`config.mk`:
```
export PLATFORM = sky130hd
export DESIGN_NAME = dual_run_detector
export DESIGN_NICKNAME = d
export VERILOG_FILES = /design/src/rtl/dual_run_detector.sv
export SDC_FILE = /design/constraint.sdc
export NUM_CORES = 1
export LEC_CHECK = 0
export BUFFER_PORTS_ARGS = -buffer_cell sky130_fd_sc_hd__buf_2
export CORE_AREA = 2 2 39 41
export DETAILED_ROUTE_END_ITERATION = 16
export DIE_AREA = 0 0 41 43
export PLACE_DENSITY = 0.3
export REMOVE_ABC_BUFFERS = 1
export SETUP_SLACK_MARGIN = 0.2
export SLEW_MARGIN = 20
export SYNTH_ARGS = -nofsm -noshare
export SYNTH_HDL_FRONTEND = slang
export SYNTH_SLANG_ARGS = --single-unit
```
`constraint.sdc`:
```
create_clock -name clk -period 0.95 [get_ports clk]
set_input_delay 0.095 -clock clk [delete_from_list [all_inputs] [get_ports clk]]
set_output_delay 0.095 -clock clk [all_outputs]
set_load 0.01 [all_outputs]
```
`src/rtl/dual_run_detector.sv`:
```
module dual_run_detector (
  input  logic clk,
  input  logic rst,
  input  logic din,
  output logic hit
);

  typedef enum logic [2:0] {
    S_IDLE  = 3'd0,
    S_LAST0 = 3'd1,
    S_LAST1 = 3'd2,
    S_LO_0  = 3'd3,
    S_LO_1  = 3'd4,
    S_HI_0  = 3'd5,
    S_HI_1  = 3'd6,
    S_DONE  = 3'd7
  } state_t;

  state_t state, nxt;

  always_comb begin
    nxt = state;
    case (state)
      S_IDLE:  nxt = din ? S_LAST1 : S_LAST0;
      S_LAST0: nxt = din ? S_LAST1 : S_LO_0;
      S_LAST1: nxt = din ? S_HI_1  : S_LAST0;
      S_LO_0:  nxt = din ? S_LO_1  : S_LO_0;
      S_LO_1:  nxt = din ? S_DONE  : S_LO_0;
      S_HI_0:  nxt = din ? S_HI_1  : S_DONE;
      S_HI_1:  nxt = din ? S_HI_1  : S_HI_0;
      S_DONE:  nxt = S_DONE;
      default: nxt = S_IDLE;
    endcase
  end

  always_ff @(posedge clk) begin
    if (rst) state <= S_IDLE;
    else     state <= nxt;
  end

  assign hit = (state == S_DONE);

endmodule


```
Yosys cells after proc, flatten, opt, wreduce, memory -nomap -nowiden
Index checks and enable logic that the tools add are counted.
{ "word_totals": {"ff_bits": 3, "out_inout_bits": 1, "elab_cells": 17} }
{ "classes": {"n_eq_ne": 7, "n_mux": 8, "reduce_logical": 1} }
{ "ops": {"columns": ["operator", "n"], "rows": [
  ["3-bit case mux with 8 select lines", 1],
  ["3-bit == test (second input constant)", 4],
  ["3-bit two-way mux", 3],
  ["3-bit by 2-bit == test with 1-bit output (second input constant)", 2],
  ["2-bit two-way mux", 2],
  ["3-bit by 1-bit == test with 1-bit output (second input constant)", 1],
  ["3-bit logical NOT", 1],
  ["1-bit two-way mux", 2]
]} }

Depth between registers and ports, before layout
Gate-level depths: netlist (run 1).
{ "logic_depth": {"ltp_word": 2, "ltp_mapped": 2, "ltp_nobuf": 2} }

Worst setup path before layout (run 1)
Ideal clock, no wire load.
{ "synth_path": {"path_type": "register to register", "startpoint": "register state[2]", "endpoint": "register state[1]", "setup_ns": 0.103, "t_arrival_ns": 0.799, "setup_slack_ns": 0.047, "path_stages_with_launch": 3, "n_path_buf": 0, "synth_period_minus_slack_ns": 0.903, "cell_sequence": "dfxtp_1 > and4b_1 > a2111oi_2"} }
{ "synth_between": {"elab_chain_cells": 2} }
{ "synth_rtl": {"columns": ["element", "line_no", "text"], "rows": [
  ["start: declaration", "19", "state_t state, nxt;"],
  ["start signal: assignment", "38", "else state <= nxt;"],
  ["3-bit == test (tied with other cells)", "23", "case (state)"],
  ["3-bit case mux with 8 select lines (*)", "23", null]
]} }
Every way passes the cells marked *; elsewhere a longest branch is shown, timed or not.
A chain may end at the register's enable or synchronous reset.

Worst setup path in the final report (run 1)
{ "layout_path": {"startpoint": "register state[2]", "endpoint": "output port hit"} }
{ "layout_between": {"elab_chain_cells": 1} }
{ "layout_rtl": {"columns": ["element", "line_no", "text"], "rows": [
  ["3-bit == test", "41", "assign hit = (state == S_DONE);"],
  ["end: declaration", "5", "output logic hit"]
]} }
Every way passes these cells.

==> impl_metrics.ini, run 1 <==
[sta]
final.setup.worst_slack_ns = -0.0824
rsz0062_at_grt = true
maxSlewViolCount = 0
fmax_ghz = 0.969
setup_tns_ns = -0.0889
max_slew_margin = 0.822
holdWs_ns = 0.0778
max_slew.worst_pin.slew_ns = 0.267
finalCritPeriodShare = 1.09
clock_skew_ns = 0.000975
period_needed_ns = 1.03
hold_viol = 0
finalSetupViolCount = 2

[cells_and_area]
drive_above_1_share = 0.560
area.growth.synth_to_final_pct = 74.8
regArea_sq_um = 66.3
reg.largest.list = state: 3 flops
largest_reg_flops = 3
diodes = 0
nets = 29
max_flop_register = state
multi_input_area_sq_um = 83.8
finish.utilization = 0.182
fillCellCount = 149

[place]
dpl.hpwl_um = 260
place.gp.congestion = 0.680
portBuffers = 3

[clock_network]
clk_pin_slew_ns = 0.04
cts_tree = done
clock_sinks = 3
htreeDepth = 1
cts_hold_buf = 0
cts_buffers = 3
worst_skew_pair.late_latency_ns = 0.23
cts_buffer_depth = 2
root_buffer = clkbuf_4

[min_path]
hold_end = state[2]
worstHoldPathCells = 2
hold_path_class = primary input to flip-flop
min_from = rst

[detailed_routing]
drc = 0
viasPerCell = 3.51
totalWireLength_um = 391
drtIter0Drc = 7
ant_nets = 0
drt_pre_antenna_iters = 2
wire_per_inst_um = 9.54
vias = 144

[die]
die_area_sq_um = 1760
initial_utilization = 0.104
ioPinCount = 4
core.rowCount = 14
dieWidth_um = 41
die_h_um = 43
core_sq_um = 1380

[worst_setup_path]
end_kind = output pin
start_kind = flip-flop
r2r-end = state[1]
r2r_start = state[2]
rrSetupSlack_ns = -0.01
crit_arrival_ns = 0.94
worstSetupPathType = flip-flop to output pin
cp_max_fo = 3
crit_required_ns = 0.85
reg2regPathDepth = 3

[outcome]
violations = setup timing
status = finished, violations left

[run]
cap_violations = 0

[synthesis]
netlist_area_sq_um = 144
synth_seq_cells = 3
synth-seq-area-share = 0.417
syn_area_per_cell_sq_um = 9.59
synth_cells = 15
ys_types = 12
synth_warnings = 0

[grt]
grt_usage = 0.0652
antenna_found_initial = 0
grt_max_degree = 7
grt_pass1_vias = 171
grt_pass1_wl_um = 676
gr-total-overflow = 0

[pwr]
powerDensity_nw_per_um2 = 1720
ir_drop_mv = 0.572
total_leakage_power_nw = 0.104
power_mw = 0.432
[repair_timing]
item / 4_1_cts / 5_1_grt
cloned: 0 / 0
pin swaps: 2 / 0
resized for setup: 6 / 2
setup endpoints to repair: 4 / 4
setup buffers: 1 / 0
[power breakdown]
part           internal (mW)  switching [mW]  leakage, nW
registers              0.138          0.0119       0.0261
clock network          0.158          0.0698       0.0150
logic                 0.0326          0.0228       0.0631
[cells in the final DEF, fill, tap and decap left out]
cell type / n
clkbuf_4: 3
o21ai_0: 1
xor2_1: 1
o22ai_1: 1
and4b_1: 1
or2b_1: 1
a2111oi_2: 1
buf_2: 2
dfxtp_2: 2
inv_1: 1
and3_4: 1
dfxtp_4: 1
buf_6: 3
nor3_1: 1
nor2_1: 2
a211oi_1: 1
buf_4: 1
clkbuf_1: 1
[worst max-delay path: stages, from the launching register on]
cell     delay, ns
dfxtp_2       0.32
buf_6         0.11
and3_4        0.17
buf_6         0.11
[how the worst max path moves through the flow]
stage | start | to | slack (ns) | depth (start not counted)
after floorplan | state[2] | state[1] | 0.05 | 2
after global placement | state[0] | state[1] | 0.03 | 2
after detailed placement | state[0] | state[1] | 0.009 | 2
after CTS | state[2] | hit | -0.09 | 3
after global routing | state[2] | hit | -0.11 | 3
final | state[2] | hit | -0.08 | 3
[per-stage QoR]
step / cell area (sq um) / instances / setup slack (ns)
floorplan: 144 / 15 / 0.0474
global placement: 194 / 36 / 0.0330
detailed placement: 194 / 36 / 0.00925
CTS: 245 / 41 / -0.0944
global route: 251 / 41 / -0.111
finish: 251 / 41 / -0.0824
[layer usage]
layer  vias up  track usage  routed length (um)
li1         75            -                   -
met1        66       0.0609                 193
met2         3       0.0781                 189
met3         0       0.0628                   7
met4         0       0.0600                   0
met5         -            0                   0
[cell usage after synthesis]
library cell / number / area share
nor3_1: 1 / 0.035
xor2_1: 1 / 0.061
o22ai_1: 1 / 0.044
and3_2: 1 / 0.052
dfxtp_1: 3 / 0.42
a2111oi_2: 1 / 0.10
and4b_1: 1 / 0.070
a211oi_1: 1 / 0.052
or2b_1: 1 / 0.052
nor2_1: 2 / 0.052
inv_1: 1 / 0.026
o21ai_0: 1 / 0.035
[logic make-up (layout without fill, tap and decap cells)]
family                 count (synthesis)  count (layout)  share of synthesized area
AND/OR/NAND/NOR                        6               6                      0.261
AO/OA/AOI/OAI                          4               4                      0.235
flip-flops                             3               3                      0.417
XOR/XNOR                               1               1                     0.0609
buffers and inverters                  1              11                     0.0261
[layout make-up]
type | instances | area share
clock buffer | 4 | 0.104
inverter | 1 | 0.0149
multi-input combinational | 11 | 0.333
sequential | 3 | 0.264
tap | 16 | 0.0796
timing repair buffer | 6 | 0.204
Power figures use the tool's default switching activity.
==> inputs of run 2 (changes only) <==
- BUFFER_PORTS_ARGS: -buffer_cell sky130_fd_sc_hd__buf_2 -> -buffer_cell sky130_fd_sc_hd__buf_4
- PLACE_DENSITY: 0.3 -> unset
==> impl_metrics.ini, run 2 (same netlist as run 1, synthesis figures left out) <==
[sta]
max_slew.worst_pin.slew_ns = 0.258
holdWs_ns = 0.0685
period_needed_ns = 0.958
fmax_ghz = 1.04
hold_viol = 0
rsz0062_at_grt = true
max_slew_margin = 0.828
finalCritPeriodShare = 1.01
maxSlewViolCount = 0
final.setup.worst_slack_ns = -0.00771
finalSetupViolCount = 1
clock_skew_ns = 0.00720

[detailed_routing]
drc = 0
ant_nets = 0
drtIter0Drc = 0
wire_per_inst_um = 10.3
drt_pre_antenna_iters = 1
totalWireLength_um = 453
viasPerCell = 3.64
vias = 160

[worst_setup_path]
r2r-end = state[1]
crit_arrival_ns = 0.86
end_kind = output pin
rrSetupSlack_ns = 0.01
cp_max_fo = 4
crit_required_ns = 0.85
r2r_start = state[1]
start_kind = flip-flop
crit_end = hit
reg2regPathDepth = 2
worstSetupPathType = flip-flop to output pin
startpoint = state[1]

[cells_and_area]
max_flop_register = state
final_common_cell = buf_4
largest_reg_flops = 3
reg.largest.list = state: 3 flops
finish.utilization = 0.213
drive_above_1_share = 0.643
fillCellCount = 165
area.growth.synth_to_final_pct = 105
diodes = 0
nets = 32
final_cell_mix = buf_4 (7), clkbuf_4 (3), nor2_1 (2), buf_6 (2), dfxtp_4 (2)
final_area_sq_um = 295
stdcell_count = 44

[die]
dieWidth_um = 41
die_h_um = 43
core_sq_um = 1380
ioPinCount = 4
die_area_sq_um = 1760
initial_utilization = 0.104
core.rowCount = 14

[grt]
gr-total-overflow = 0
grt_max_degree = 7
grt_pass1_wl_um = 662
antenna_found_initial = 0
grt_pass1_vias = 174
grt_usage = 0.0621

[pwr]
total_leakage_power_nw = 0.125
powerDensity_nw_per_um2 = 1540
ir_drop_mv = 0.322

[clock_network]
clk_pin_slew_ns = 0.04
htreeDepth = 1
cts_buffer_depth = 2
worst_skew_pair.late_latency_ns = 0.23
cts_tree = done
clock_sinks = 3
cts_hold_buf = 0
root_buffer = clkbuf_4
cts_buffers = 3

[outcome]
violations = setup timing
status = finished, violations left

[place]
pre_cts_slack_ns = 0.0198
dp.cells = 35
portBuffers = 3
placed_area_sq_um = 194
place.gp.congestion = 0.548

[run]
cap_violations = 0

[min_path]
hold_path_class = primary input to flip-flop
run 2: changes by cell type in the layout (fill, tap and decap cells not counted):
cell,change
o21ai_1,+1
nor3_2,+1
nor3_1,-1
dfxtp_4,+1
o21ai_0,-1
dfxtp_2,-1
a2111oi_4,+1
buf_2,-2
buf_6,-1
buf_4,+6
a2111oi_2,-1
run 2: cell type report:
| cell class | count | area, sq um | share of cell area |
|---|---|---|---|
| Clock buffer | 4 | 26.3 | 0.0890 |
| Timing Repair Buffer | 9 | 75.1 | 0.254 |
| Sequential cell | 3 | 68.8 | 0.233 |
| Multi-Input combinational cell | 11 | 101 | 0.343 |
| Tap cell | 16 | 20.0 | 0.0678 |
| Inverter | 1 | 3.75 | 0.0127 |
run 2: worst max-delay path: stages (launching register included):
cell	delay, ns
dfxtp_4	0.34
and3_4	0.17
buf_6	0.11
run 2: how the worst min path moves through the flow:
| stage | from | endpoint | slack, ns | depth (start not counted) |
|---|---|---|---|---|
| floorplan | rst | state[1] | 0.16 | 1 |
| global route | rst | state[2] | 0.05 | 2 |
| finish | rst | state[2] | 0.07 | 2 |
| global placement | rst | state[1] | 0.29 | 2 |
| CTS | rst | state[1] | 0.04 | 2 |
| detailed placement | rst | state[1] | 0.29 | 2 |
run 2: layer usage:
metal	up-vias	part of all wire	global-route usage
met2	4	0.61	0.119
met1	73	0.35	0.0382
li1	83	-	-
met4	0	0	0.0200
met5	-	0	0
met3	0	0.040	0.0471
run 2: repair_timing:
| item | CTS | global route |
|---|---|---|
| resized for setup | 9 | 2 |
| setup buffers | 4 | 1 |
| cloned | 0 | 0 |
| setup endpoints to repair | 4 | 4 |
| pin swaps | 3 | 2 |
run 2: metrics by stage:
step / total power, mW / TNS (ns)
2_1_floorplan: 0.171 / 0
3_3_place_gp: 0.190 / 0
3_5_place_dp: 0.190 / 0
4_1_cts: 0.444 / 0
5_1_grt: 0.498 / -0.0976
6_report: 0.456 / -0.00771
run 2: report_power, final:
group	switching (mW)	internal (mW)	total, mW
logic	0.0350	0.0482	0.0831
clock network	0.0695	0.158	0.227
registers	0.00917	0.136	0.146
total	0.114	0.342	0.456
==> inputs of run 3 (changes only) <==
- clock period: 0.95 -> 0.9 ns (I/O delays scaled with it)
==> impl_metrics.ini, run 3 (same netlist as run 1, synthesis figures left out) <==
[die]
die_h_um = 43
dieWidth_um = 41
ioPinCount = 4
core.rowCount = 14
initial_utilization = 0.104
die_area_sq_um = 1760
core_sq_um = 1380

[clock_network]
clk_pin_slew_ns = 0.04
clock_sinks = 3
cts_buffers = 3
cts_tree = done
htreeDepth = 1
root_buffer = clkbuf_4
cts_buffer_depth = 2
worst_skew_pair.late_latency_ns = 0.23

[sta]
period_needed_ns = 0.992
holdWs_ns = 0.0413
maxSlewViolCount = 0
max_slew.worst_pin.slew_ns = 0.253
hold_viol = 0
finalSetupViolCount = 2
final.setup.worst_slack_ns = -0.0923
max_slew_margin = 0.831
finalCritPeriodShare = 1.10
fmax_ghz = 1.01
rsz0062_at_grt = true
clock_skew_ns = 0.000332

[grt]
grt_usage = 0.0531
antenna_found_initial = 0
grt_max_degree = 7
grt_pass1_wl_um = 572
grt_pass1_vias = 169
gr-total-overflow = 0

[pwr]
total_leakage_power_nw = 0.117
p_switching_mw = 0.113
internal-power_mw = 0.361
powerDensity_nw_per_um2 = 1730
switching_share = 0.238
ir_drop_mv = 0.225
power_frac_seq = 0.332
clkPwrFrac = 0.503
power_mw = 0.474
pwr-share-comb = 0.165

[cells_and_area]
drive_above_1_share = 0.630
max_flop_register = state
final_cell_mix = buf_4 (5), clkbuf_4 (3), buf_6 (3), dfxtp_2 (3), nor2_1 (2)
largest_reg_flops = 3
nets = 31
diodes = 0
final_common_cell = buf_4
area.growth.synth_to_final_pct = 90.4
reg.largest.list = state: 3 flops
fillCellCount = 166

[worst_setup_path]
path_cells = buf_6 > and3_4 > buf_6
crit_slowest_cell = dfxtp_2
r2r_start = state[1]
rrSetupSlack_ns = -0.04
end_kind = output pin
critPathMaxStageDelay_ns = 0.33
crit_arrival_ns = 0.90
start_kind = flip-flop
crit_buf_inv = 2
crit_required_ns = 0.81
reg2regPathDepth = 3
r2r-end = state[1]
critical_path.top_delay_family = flip-flops
worstSetupPathType = flip-flop to output pin
cp_max_fo = 2
cp_common_cell = buf_6

[detailed_routing]
viasPerCell = 3.65
drc = 0
drtIter0Drc = 0
totalWireLength_um = 396
ant_nets = 0
vias = 157
wire_per_inst_um = 9.21
drt_pre_antenna_iters = 1

[min_path]
hold_path_class = primary input to flip-flop
worstHoldPathCells = 2
hold_end = state[2]
min_from = rst

[place]
portBuffers = 3
place.gp.congestion = 0.591
dpl.hpwl_um = 239

[run]
cap_violations = 0

[outcome]
status = finished, violations left
violations = setup timing
## run 3: cell types whose count changed in the layout (fill, tap and decap cells not counted), sizes merged
cell,delta
buf,-1
## run 3: layer usage
layer / track usage / wire (um) / up-vias
li1: - / - / 79
met1: 0.0383 / 133 / 76
met2: 0.0906 / 251 / 2
met3: 0 / 11 / 0
met4: 0.0800 / 0 / 0
met5: 0 / 0 / -
## run 3: layout make-up
| type | instances | area [sq um] | share of cell area |
|---|---|---|---|
| Clock buffer | 4 | 26.3 | 0.0959 |
| Multi-Input combinational cell | 11 | 88.8 | 0.324 |
| Timing Repair Buffer | 8 | 71.3 | 0.260 |
| Inverter | 1 | 3.75 | 0.0137 |
| Sequential cell | 3 | 63.8 | 0.233 |
| Tap cell | 16 | 20.0 | 0.0731 |
## run 3: stage by stage
stage | setup TNS, ns | setup WS, ns | cells | area [sq um] | util
finish | -0.133 | -0.0923 | 43 | 274 | 0.198
global route | -0.235 | -0.116 | 43 | 274 | 0.198
CTS | -0.155 | -0.103 | 43 | 265 | 0.192
detailed placement | -0.0386 | -0.0386 | 37 | 209 | 0.151
global placement | -0.0132 | -0.0132 | 37 | 209 | 0.151
floorplan | -0.00262 | -0.00262 | 15 | 144 | -
## run 3: worst reg2reg max path, stage by stage (launching register included)
cell       delay [ns]
dfxtp_2          0.32
buf_4            0.13
and4b_1          0.19
a2111oi_2        0.20
## run 3: power by group through the flow
stage	registers [mW]	clock network, mW	logic [mW]
finish	0.157	0.238	0.0783
global route	0.159	0.255	0.0841
CTS	0.156	0.248	0.0739
detailed placement	0.156	0	0.0568
global placement	0.156	0	0.0544
floorplan	0.156	0	0.0239
## run 3: worst max path at each step
stage             start  cells past startpoint        to  slack, ns
3_3_place_gp   state[2]                      2  state[1]      -0.01
5_1_grt        state[1]                      3       hit      -0.12
4_1_cts        state[1]                      3       hit      -0.10
6_report       state[1]                      3       hit      -0.09
2_1_floorplan  state[2]                      2  state[1]     -0.003
3_5_place_dp   state[0]                      2  state[1]      -0.04
## run 3: timing repair
action / in CTS / in global routing
gates cloned: 0 / 0
buffers inserted: 2 / 0
pin swaps: 3 / 1
gates resized for setup: 6 / 2
setup endpoints to repair: 4 / 4
hold buffers: 0 / 0
